--- src/rtl/mw_pkg.sv ---
// Shared types for the serial EEPROM controller.
// Assumes: one word is 16 bits; the sequencer states below cover every frame.
package mw_pkg;

    localparam int WORD_W = 16;

    typedef enum logic [3:0] {
        ST_IDLE,
        ST_READY,
        ST_EWEN,
        ST_SB1,
        ST_WRCMD,
        ST_SB2,
        ST_POLL,
        ST_SB3,
        ST_EWDS,
        ST_RDCMD,
        ST_RDDAT,
        ST_TERM
    } mw_state_e;

endpackage

--- src/rtl/mw_phase_tick.sv ---
// Phase timer: pulses tick once every HALF_DIV clocks while run is high.
// Assumes: HALF_DIV >= 1; the count restarts whenever run is low.
module mw_phase_tick #(
    parameter int HALF_DIV = 4
) (
    input  logic clk,
    input  logic rst_n,
    input  logic run,
    output logic tick
);

    generate
        if (HALF_DIV == 1) begin : g_every
            assign tick = run;
        end else begin : g_count
            localparam int CW = $clog2(HALF_DIV);
            localparam logic [CW-1:0] LAST = CW'(HALF_DIV - 1);
            logic [CW-1:0] cnt;

            // Count the clocks inside one serial phase.
            always_ff @(posedge clk) begin
                if (!rst_n || !run)   cnt <= '0;
                else if (cnt == LAST) cnt <= '0;
                else                  cnt <= cnt + 1'b1;
            end

            assign tick = run && (cnt == LAST);
        end
    endgenerate

endmodule

--- src/rtl/mw_tx_shift.sv ---
// Outgoing frame shifter: loads a left-aligned frame and presents its MSB.
// Assumes: load and shift are never high in the same cycle.
module mw_tx_shift #(
    parameter int W = 25
) (
    input  logic         clk,
    input  logic         rst_n,
    input  logic         load,
    input  logic [W-1:0] load_val,
    input  logic         shift,
    output logic         msb
);

    logic [W-1:0] sr;

    // Hold, load or advance the frame by one bit.
    always_ff @(posedge clk) begin
        if (!rst_n)     sr <= '0;
        else if (load)  sr <= load_val;
        else if (shift) sr <= {sr[W-2:0], 1'b0};
    end

    assign msb = sr[W-1];

endmodule

--- src/rtl/mw_rx_shift.sv ---
// Incoming word shifter: collects serial bits MSB first.
// Assumes: exactly W enables form one word, so no clear is needed.
module mw_rx_shift #(
    parameter int W = 16
) (
    input  logic         clk,
    input  logic         rst_n,
    input  logic         en,
    input  logic         din,
    output logic [W-1:0] word
);

    // Append one sampled bit at the bottom.
    always_ff @(posedge clk) begin
        if (!rst_n)  word <= '0;
        else if (en) word <= {word[W-2:0], din};
    end

endmodule

--- src/rtl/mw_eeprom_ctrl.sv ---
// Word read/write sequencer for a three-wire serial EEPROM.
// Assumes: req is a one-cycle pulse, honoured only in ST_IDLE; ADDR_W > 2;
// WORDS <= 2**ADDR_W; the device holds ee_do low while a write is busy.
module mw_eeprom_ctrl
    import mw_pkg::*;
#(
    parameter int                OFF_W      = 16,
    parameter int                OP_W       = 3,
    parameter int                ADDR_W     = 6,
    parameter int                WORDS      = 48,
    parameter int                HALF_DIV   = 4,
    parameter int                POLL_LIMIT = 200,
    parameter logic [OP_W-1:0]   RD_OP      = 3'b110,
    parameter logic [OP_W-1:0]   WR_OP      = 3'b101,
    parameter logic [OP_W+1:0]   EWEN_OP    = 5'b10011,
    parameter logic [OP_W+1:0]   EWDS_OP    = 5'b10000
) (
    input  logic              clk,
    input  logic              rst_n,
    input  logic              req,
    input  logic              we,
    input  logic [OFF_W-1:0]  word_addr,
    input  logic [15:0]       wdata,
    output logic              ack,
    output logic              err,
    output logic [15:0]       rdata,
    output logic              ee_cs,
    output logic              ee_sk,
    output logic              ee_di,
    input  logic              ee_do
);

    localparam int CMD_W = OP_W + ADDR_W;
    localparam int TX_W  = CMD_W + WORD_W;
    localparam int BCW   = $clog2(TX_W + 1);
    localparam int PCW   = $clog2(POLL_LIMIT + 1);
    localparam logic [OFF_W:0] WORDS_L = (OFF_W + 1)'(WORDS);

    mw_state_e          state;
    logic [1:0]         sub;
    logic [BCW-1:0]     bits_left;
    logic [PCW-1:0]     polls;
    logic               is_wr;
    logic [ADDR_W-1:0]  addr_q;
    logic [WORD_W-1:0]  wdata_q;
    logic               tick, tx_msb, tx_load, tx_shift, rx_en, in_tx, addr_ok;
    logic [TX_W-1:0]    tx_val, rd_frame, wr_frame, en_frame, ds_frame;
    logic [WORD_W-1:0]  rx_word;

    assign addr_ok  = {1'b0, word_addr} < WORDS_L;
    assign rd_frame = {RD_OP, addr_q, {WORD_W{1'b0}}};
    assign wr_frame = {WR_OP, addr_q, wdata_q};
    assign en_frame = {EWEN_OP, {(ADDR_W-2){1'b0}}, {WORD_W{1'b0}}};
    assign ds_frame = {EWDS_OP, {(ADDR_W-2){1'b0}}, {WORD_W{1'b0}}};
    assign in_tx    = state inside {ST_EWEN, ST_WRCMD, ST_EWDS, ST_RDCMD};
    assign tx_shift = tick && in_tx && (sub == 2'd1);
    assign rx_en    = tick && (state == ST_RDDAT) && (sub == 2'd1);

    mw_phase_tick #(.HALF_DIV(HALF_DIV)) u_tick (
        .clk(clk), .rst_n(rst_n), .run(state != ST_IDLE), .tick(tick)
    );

    mw_tx_shift #(.W(TX_W)) u_tx (
        .clk(clk), .rst_n(rst_n), .load(tx_load), .load_val(tx_val),
        .shift(tx_shift), .msb(tx_msb)
    );

    mw_rx_shift #(.W(WORD_W)) u_rx (
        .clk(clk), .rst_n(rst_n), .en(rx_en), .din(ee_do), .word(rx_word)
    );

    // Pick the frame to load on entry to each transmit stage.
    always_comb begin
        tx_load = 1'b0;
        tx_val  = rd_frame;
        if (tick) begin
            if (state == ST_READY) begin
                tx_load = 1'b1;
                tx_val  = is_wr ? en_frame : rd_frame;
            end else if (state == ST_SB1 && sub == 2'd3) begin
                tx_load = 1'b1;
                tx_val  = wr_frame;
            end else if (state == ST_SB3 && sub == 2'd3) begin
                tx_load = 1'b1;
                tx_val  = ds_frame;
            end
        end
    end

    // Main sequencer: host handshake, frames, standby, polling, terminate.
    always_ff @(posedge clk) begin
        if (!rst_n) begin
            state <= ST_IDLE;  sub <= '0;  bits_left <= '0;  polls <= '0;
            is_wr <= 1'b0;     addr_q <= '0;  wdata_q <= '0;
            ack <= 1'b0;  err <= 1'b0;  rdata <= '0;
            ee_cs <= 1'b0;  ee_sk <= 1'b0;  ee_di <= 1'b0;
        end else begin
            ack <= 1'b0;
            if (state == ST_IDLE) begin
                if (req) begin
                    if (!addr_ok) begin
                        ack <= 1'b1;
                        err <= 1'b1;
                    end else begin
                        addr_q  <= word_addr[ADDR_W-1:0];
                        wdata_q <= wdata;
                        is_wr   <= we;
                        err     <= 1'b0;
                        sub     <= '0;
                        state   <= ST_READY;
                    end
                end
            end else if (tick) begin
                unique case (state)
                    ST_READY: begin
                        ee_cs <= 1'b1;  ee_sk <= 1'b0;  ee_di <= 1'b0;
                        bits_left <= BCW'(CMD_W);
                        state <= is_wr ? ST_EWEN : ST_RDCMD;
                    end
                    ST_EWEN, ST_WRCMD, ST_EWDS, ST_RDCMD: begin
                        if (sub == 2'd0) begin
                            ee_sk <= 1'b0;  ee_di <= tx_msb;  sub <= 2'd1;
                        end else if (sub == 2'd1) begin
                            ee_sk <= 1'b1;
                            bits_left <= bits_left - 1'b1;
                            sub <= (bits_left == BCW'(1)) ? 2'd2 : 2'd0;
                        end else begin
                            ee_sk <= 1'b0;  ee_di <= 1'b0;  sub <= 2'd0;
                            if (state == ST_EWEN)       state <= ST_SB1;
                            else if (state == ST_WRCMD) state <= ST_SB2;
                            else if (state == ST_EWDS)  state <= ST_TERM;
                            else begin
                                bits_left <= BCW'(WORD_W);
                                state <= ST_RDDAT;
                            end
                        end
                    end
                    ST_SB1, ST_SB2, ST_SB3: begin
                        sub <= sub + 2'd1;
                        if (sub == 2'd0) begin
                            ee_cs <= 1'b0;  ee_sk <= 1'b0;
                        end else if (sub == 2'd1) begin
                            ee_sk <= 1'b1;
                        end else if (sub == 2'd2) begin
                            ee_cs <= 1'b1;
                        end else begin
                            ee_sk <= 1'b0;
                            if (state == ST_SB1) begin
                                bits_left <= BCW'(TX_W);  state <= ST_WRCMD;
                            end else if (state == ST_SB2) begin
                                polls <= '0;  state <= ST_POLL;
                            end else begin
                                bits_left <= BCW'(CMD_W);  state <= ST_EWDS;
                            end
                        end
                    end
                    ST_POLL: begin
                        if (ee_do) begin
                            sub <= '0;  state <= ST_SB3;
                        end else if (polls == PCW'(POLL_LIMIT - 1)) begin
                            err <= 1'b1;  sub <= '0;  state <= ST_TERM;
                        end else begin
                            polls <= polls + 1'b1;
                        end
                    end
                    ST_RDDAT: begin
                        if (sub == 2'd0) begin
                            ee_sk <= 1'b1;  sub <= 2'd1;
                        end else begin
                            ee_sk <= 1'b0;  sub <= 2'd0;
                            bits_left <= bits_left - 1'b1;
                            if (bits_left == BCW'(1)) state <= ST_TERM;
                        end
                    end
                    ST_TERM: begin
                        sub <= sub + 2'd1;
                        if (sub == 2'd0) begin
                            ee_cs <= 1'b0;  ee_di <= 1'b0;  ee_sk <= 1'b0;
                        end else if (sub == 2'd1) begin
                            ee_sk <= 1'b1;
                        end else begin
                            ee_sk <= 1'b0;  ack <= 1'b1;  sub <= '0;
                            if (!is_wr) rdata <= rx_word;
                            state <= ST_IDLE;
                        end
                    end
                    default: state <= ST_IDLE;
                endcase
            end
        end
    end

    AST_IDLE_BUS_QUIET: assert property (@(posedge clk) disable iff (!rst_n)
        (state == ST_IDLE) |-> (!ee_cs && !ee_sk && !ee_di));
    AST_PINS_ON_TICK: assert property (@(posedge clk) disable iff (!rst_n)
        !tick |=> $stable({ee_cs, ee_sk, ee_di}));
    AST_REJECT_ACK: assert property (@(posedge clk) disable iff (!rst_n)
        (state == ST_IDLE && req && !addr_ok) |=> (ack && err && !ee_cs));
    AST_DI_QUIET_RX: assert property (@(posedge clk) disable iff (!rst_n)
        (state == ST_RDDAT) |-> !ee_di);
    AST_POLL_BOUND: assert property (@(posedge clk) disable iff (!rst_n)
        (state == ST_POLL) |-> (polls < PCW'(POLL_LIMIT)));
    AST_CS_IN_FRAME: assert property (@(posedge clk) disable iff (!rst_n)
        (in_tx || state == ST_RDDAT || state == ST_POLL) |-> ee_cs);

endmodule

--- config.mk ---
export PLATFORM = sky130hd
export DESIGN_NAME = mw_eeprom_ctrl
export DESIGN_NICKNAME = d
export VERILOG_FILES = /design/src/rtl/mw_pkg.sv /design/src/rtl/mw_phase_tick.sv /design/src/rtl/mw_tx_shift.sv /design/src/rtl/mw_rx_shift.sv /design/src/rtl/mw_eeprom_ctrl.sv
export SDC_FILE = /design/constraint.sdc
export NUM_CORES = 1
export LEC_CHECK = 0
export ABC_AREA = 1
export CAP_MARGIN = 20
export CORE_MARGIN = 10
export CORE_UTILIZATION = 27
export DETAILED_ROUTE_END_ITERATION = 16
export DONT_BUFFER_PORTS = 1
export PLACE_DENSITY = 0.41
export SYNTH_ARGS = -nofsm -noshare
export SYNTH_HDL_FRONTEND = slang
export SYNTH_SLANG_ARGS = --single-unit
--- constraint.sdc ---
create_clock -name clk -period 3.8 [get_ports clk]
set_input_delay 0 -clock clk [delete_from_list [all_inputs] [get_ports clk]]
set_output_delay 0 -clock clk [all_outputs]
set_load 0.02 [all_outputs]
; ---- Word level (Yosys, flattened, before mapping)
; Index checks and enable logic that the tools add are counted.
[word_totals]
regBits = 106
latchBits = 0
mem_bits_rw = 0
rom_bits = 0
input_bits = 37
out_inout_bits = 21
word_cells = 205
n_memories = 0
[op_classes]
add_sub_neg = 4
mul = 0
n_div = 0
order_cmp = 1
eq_ne = 48
shift = 0
muxes = 94
bitwise_logic = 4
reduce_logical = 38
[ops]
columns = cell, n
row1 = 24-bit two-way mux, 5
row2 = 4-bit two-way mux, 20
row3 = 8-bit two-way mux, 7
row4 = 5-bit two-way mux, 11
row5 = 25-bit two-way mux, 2
row6 = "3-bit != test, second input constant", 15
row7 = 1-bit two-way mux, 31
row8 = "2-bit != test, second input constant", 12
row9 = 4-bit case mux with 6 select lines, 1
row10 = 2-bit two-way mux, 11
row11 = 5-bit case mux with 4 select lines, 1
row12 = "4-bit by 3-bit equality test with 1-bit output, second input constant", 4
row13 = "4-bit equality test, second input constant", 4
row14 = "16-bit by 6-bit less-than comparator with 1-bit output, second input constant", 1
row15 = 8-bit case mux with 2 select lines, 1
row16 = 4-bit nonzero test, 4
row17 = 5-bit AND reduction, 3
row18 = 13-bit AND reduction, 1
row19 = 12-bit AND reduction, 1
row20 = 6-bit AND reduction, 2
row21 = 2-bit case mux with 5 select lines, 1
row22 = 10-bit AND reduction, 1
row23 = 2-bit nonzero test, 5
row24 = "8-bit by 1-bit adder with 8-bit output, second input constant", 1
row25 = other kinds (27), 44

; ---- Longest topological paths before layout
[depth]
ltp_word = 9
ltp_mapped = 13
depth_no_buf = 12

; ---- Cells and area by module
; Synthesis repeated with hierarchy kept, for this count alone.
[hier_totals]
hier_cells = 852
hier_area_um2 = 5611.6
[by_module_without_submodules]
columns = module, n_inst, cells_per_inst, area_each_um2, seq_area_each_um2
row1 = mw_eeprom_ctrl, 1, 552, 3612.2, 1261.2
row2 = mw_tx_shift, 1, 189, 1239.9, 500.5
row3 = mw_rx_shift, 1, 101, 674.4, 320.3
row4 = mw_phase_tick, 1, 10, 85.1, 40.0

; ---- Worst setup path before layout
; No wires, ideal clock.
[synth_path]
kind = flip-flop to flip-flop
start = reg sub[1]
end = reg u_rx.word[12]
setup_time_ps = 116
t_arrival_ps = 1616
required_time_ps = 3684
setup_slack_ps = 2068
path_stages_with_launch = 10
n_path_buf = 2
synth_period_minus_slack_ps = 1732
path_cell_list = dfxtp_1 -> inv_1 -> ha_1 -> clkbuf_1 -> inv_1 -> nor3_4 -> inv_2 -> buf_2 -> nor2_1 -> nor2_1
[synth_between]
elab_chain_cells = 2
[synth_rtl]
columns = item, line
row1 = start: declaration, mw_eeprom_ctrl.sv:40  ; logic [1:0] sub;
row2 = start signal: assignment, mw_eeprom_ctrl.sv:126  ; sub <= (bits_left == BCW'(1)) ? 2'd2 : 2'd0;
row3 = start signal: assignment, mw_eeprom_ctrl.sv:139  ; sub <= sub + 2'd1;
row4 = start signal: assignment, mw_eeprom_ctrl.sv:176  ; sub <= sub + 2'd1;
row5 = 2-bit by 1-bit equality test with 1-bit output, mw_eeprom_ctrl.sv:57  ; assign rx_en = tick && (state == ST_RDDAT) && (sub == 2'd1);
row6 = 1-bit logical AND, mw_eeprom_ctrl.sv:57
row7 = end signal: assignment, mw_rx_shift.sv:16  ; else if (en) word <= {word[W-2:0], din};
row8 = end: declaration, mw_rx_shift.sv:10  ; output logic [W-1:0] word
; Every way passes these cells.
; A chain may end at the register's enable or synchronous reset.

; ---- Worst setup path after layout
[layout_path]
start = reg state[3]
end = reg u_tx.sr[15]
[layout_between]
elab_chain_cells = 7
elab_cells_between_ends = 23
cone_classes = eq/ne (7) / mux (8) / reduce/logical (8)
[layout_rtl]
columns = item, line
row1 = start: declaration, mw_eeprom_ctrl.sv:39  ; mw_state_e state;
row2 = start signal: assignment, mw_eeprom_ctrl.sv:118  ; state <= is_wr ? ST_EWEN : ST_RDCMD;
row3 = 4-bit by 3-bit equality test with 1-bit output, mw_eeprom_ctrl.sv:83  ; end else if (state == ST_SB3 && sub == 2'd3) begin
row4 = 1-bit logical AND, mw_eeprom_ctrl.sv:83
row5 = 1-bit two-way mux, mw_eeprom_ctrl.sv:83
row6 = 1-bit two-way mux, mw_eeprom_ctrl.sv:80  ; end else if (state == ST_SB1 && sub == 2'd3) begin
row7 = 1-bit two-way mux, mw_eeprom_ctrl.sv:77  ; if (state == ST_READY) begin
row8 = 1-bit two-way mux, mw_eeprom_ctrl.sv:76  ; if (tick) begin
row9 = 25-bit two-way mux / 2-bit nonzero test (equally long branches), --
row10 = end signal: assignment, mw_tx_shift.sv:19  ; else if (load) sr <= load_val;
row11 = end signal: assignment, mw_tx_shift.sv:20  ; else if (shift) sr <= {sr[W-2:0], 1'b0};
row12 = end: declaration, mw_tx_shift.sv:14  ; logic [W-1:0] sr;
; Several ways; a longest one is shown, not always the timed one.

==> metrics.csv <==
metric;value;unit
numPortBuffers;0;
cp_data_arrival_time;2.72;ns
fin_skew;0.00494;ns
grt_util_all_layers;0.113;
clockRootBuffer;clkbuf_16;
grt_max_degree;74;
die_area;24500;um^2
cts-htree-levels;3;
finalCritPeriodShare;0.648;
start_util;0.278;
final_util;0.320;
synth_nets;763;
ctsLongestPathBuffers;2;
path_clk_slew;0.07;ns
min_path_cells;3;
drt_iter0_drc;274;
crit_start;state[3];
endpoint;u_tx.sr[15];
p_leak;2.49;nW
slowest_delay;0.49;ns
grt_remaining_overflow;0;
nets;774;
drc;0;
grt_pass1_wl;22.7;mm
placed_cell_area;5220;um^2
path_buf_inv;3;
die_w;157;um
maxSlewViolCount;0;
path_max_fanout;32;
vias;4564;
vdd_ir_drop_max;203;uV
cp.depth;12;
die_h;157;um
reg2reg_to;u_tx.sr[15];
fin_crit;2.46;ns
r2r_cells;12;
status;complete, no violations;
synth_area_leaders;dfxtp_1 (42%), nor2_1 (12%), nand2_1 (8.6%), o21ai_0 (6.0%), a21oi_1 (4.0%);
grt_pass1_vias;4485;
cp-start-kind;flop;
cts_inserted_buffers;9;
routedWlPerCell;14.3;um
synth.distinct_cells;37;
slew_headroom;0.552;
critPathKind;reg -> reg;
max_slew.worst_pin.slew;0.670;ns
yosysSeqAreaShare;0.421;
end_kind;flop;
dpl.hpwl;9.75;mm
path_delay_family;simple AND/OR/NAND/NOR gates;
antenna_found_initial;0;
r2r_start;state[3];
rsz0062_at_grt;false;
synth_top_area_cell;dfxtp_1;
power_density;365;nW/um^2
path_cells;inv_2 > nand2_1 > nor2_1 > nand2_2 > nand3_2 > nand2_2 > nand2_2 > inv_1 > nand2_1 > nand3_1 > nand2_1 > inv_1;
dr.pass1.iters;5;
drive_above_1_share;0.0872;
syn-instance-count;718;
ys_seq_elements;106;
std_cell_rows;49;
fin_hold_ws;0.0124;ns
setup_viol_count_final;0;
stdcell_area;5810;um^2
syn_area_per_cell;7.02;um^2
max_cap_violations;0;
syn_area;5040;um^2
rrSetupSlack;1.34;ns
synthToLayoutAreaGrowth;15.2;%
power;2.12;mW
drt_wl_total;13.8;mm
clock_sinks;106;
cts_tree;built;
hold_viol_final;0;
core_area;18100;um^2
slowest_stage;nand2_2;
insertion_delay;0.35;ns
max_freq;0.406;GHz
place.gp.congestion;0.873;
synth.top_cell.area_share;0.421;
routed_via_density;4.74;
worstPathRequired;4.06;ns
io_pins;58;
ant_nets;0;
fin_tns_setup;0;ns
hold_path.class;in -> reg;
yosys_warnings;0;
antennaDiodeCount;0;
-- worst min path at each step --
stage	slack (ns)	to	from
6_report	0.01	u_tx.sr[15]	rst_n
5_1_grt	0.02	u_tx.sr[15]	rst_n
4_1_cts	0.001	u_tx.sr[15]	rst_n
3_5_place_dp	0.12	u_tx.sr[15]	rst_n
3_3_place_gp	0.13	u_tx.sr[15]	rst_n
2_1_floorplan	0.13	addr_q[0]	word_addr[0]
-- worst min-delay path: stages --
cell	delay, ns
buf_16	0.19
nand2_1	0.10
inv_1	0.03
-- repair_timing --
action | CTS | global route
setup buffers | 0 | 0
endpoints found under the setup margin | 0 | 0
hold buffers | 27 | 0
gates resized for setup | 0 | 0
endpoints found under the hold margin | 92 | 0
-- state kept, by name (all words and copies together) (netlist names) --
signal	count
state	4
u_tx.sr	25
rdata	16
addr_q	6
u_rx.word	16
ee_di	1
u_tick.g_count.cnt	2
ee_sk	1
ee_cs	1
bits_left	5
ack	1
polls	8
is_wr	1
sub	2
err	1
wdata_q	16
-- logic make-up (layout without fill, tap and decap cells) --
family | count (synthesis) | in the layout | synth area share
XOR/XNOR | 5 | 5 | 0.00869
AO/OA/AOI/OAI | 152 | 152 | 0.164
buffers and inverters | 85 | 101 | 0.0690
adder cells (fa/ha/maj) | 8 | 8 | 0.0199
flip-flops | 106 | 106 | 0.421
AND/OR/NAND/NOR | 362 | 362 | 0.318
-- power breakdown --
part           leakage [nW]  total (mW)  switching [mW]  internal (mW)
clock                 0.144       0.949           0.458          0.491
sequential            0.854        1.11         0.00262           1.11
combinational          1.49      0.0545          0.0268         0.0278
-- cell usage after synthesis --
cell type	instances
a211oi_1	12
a21oi_1	40
a21oi_2	1
a31oi_1	5
and2_1	1
buf_1	2
buf_2	12
buf_4	3
clkbuf_1	12
dfxtp_1	106
ha_1	8
inv_1	42
inv_2	13
inv_4	1
nand2_1	115
nand2_2	5
nand2_4	3
nand3_1	35
nand3_2	3
nand3_4	2
nand3b_1	2
nand4_1	3
nor2_1	167
nor2_2	9
nor2_4	5
nor3_1	8
nor3_4	2
nor3b_1	1
nor4_1	1
o2111ai_1	3
o211ai_1	2
o21ai_0	60
o21ai_1	26
o21ai_2	1
o22ai_1	1
o31ai_1	1
xor2_1	5
-- metal layers --
metal / part of all wire / track usage / up-vias
met5: 0 / 0 / -
met4: 0.015 / 0.0364 / 0
met3: 0.038 / 0.0288 / 12
met2: 0.47 / 0.183 / 79
met1: 0.48 / 0.145 / 2099
li1: - / - / 2374
-- cell type report --
class | count | area, um^2
clock inverter | 5 | 45.0
clock buffer | 11 | 253
timing repair buffer | 29 | 315
sequential | 106 | 2120
tap | 229 | 287
multi-input combinational | 527 | 2570
fill | 1963 | 12300
inverter | 56 | 213
-- stage by stage --
step / setup slack [ns] / cells
2_1_floorplan: 2.07 / 718
3_3_place_gp: 1.40 / 919
3_5_place_dp: 1.36 / 920
4_1_cts: 1.35 / 963
5_1_grt: 1.00 / 963
6_report: 1.34 / 963
-- placed cells by master, fill, tap and decap left out, drive strengths merged, types with 2 or more instances in the layout --
master and count:
nand3b 2, clkinv 2, dlygate4sd3 26, o21ai 87, o2111ai 3, clkbuf 11
a21oi 41, a211oi 12, o211ai 2, nand2 123, nor3 10, nor2 181
xor2 5, inv 58, dfxtp 106, ha 8, nand4 3, nand3 40
a31oi 5, buf 3
Power figures use the tool's default switching activity.
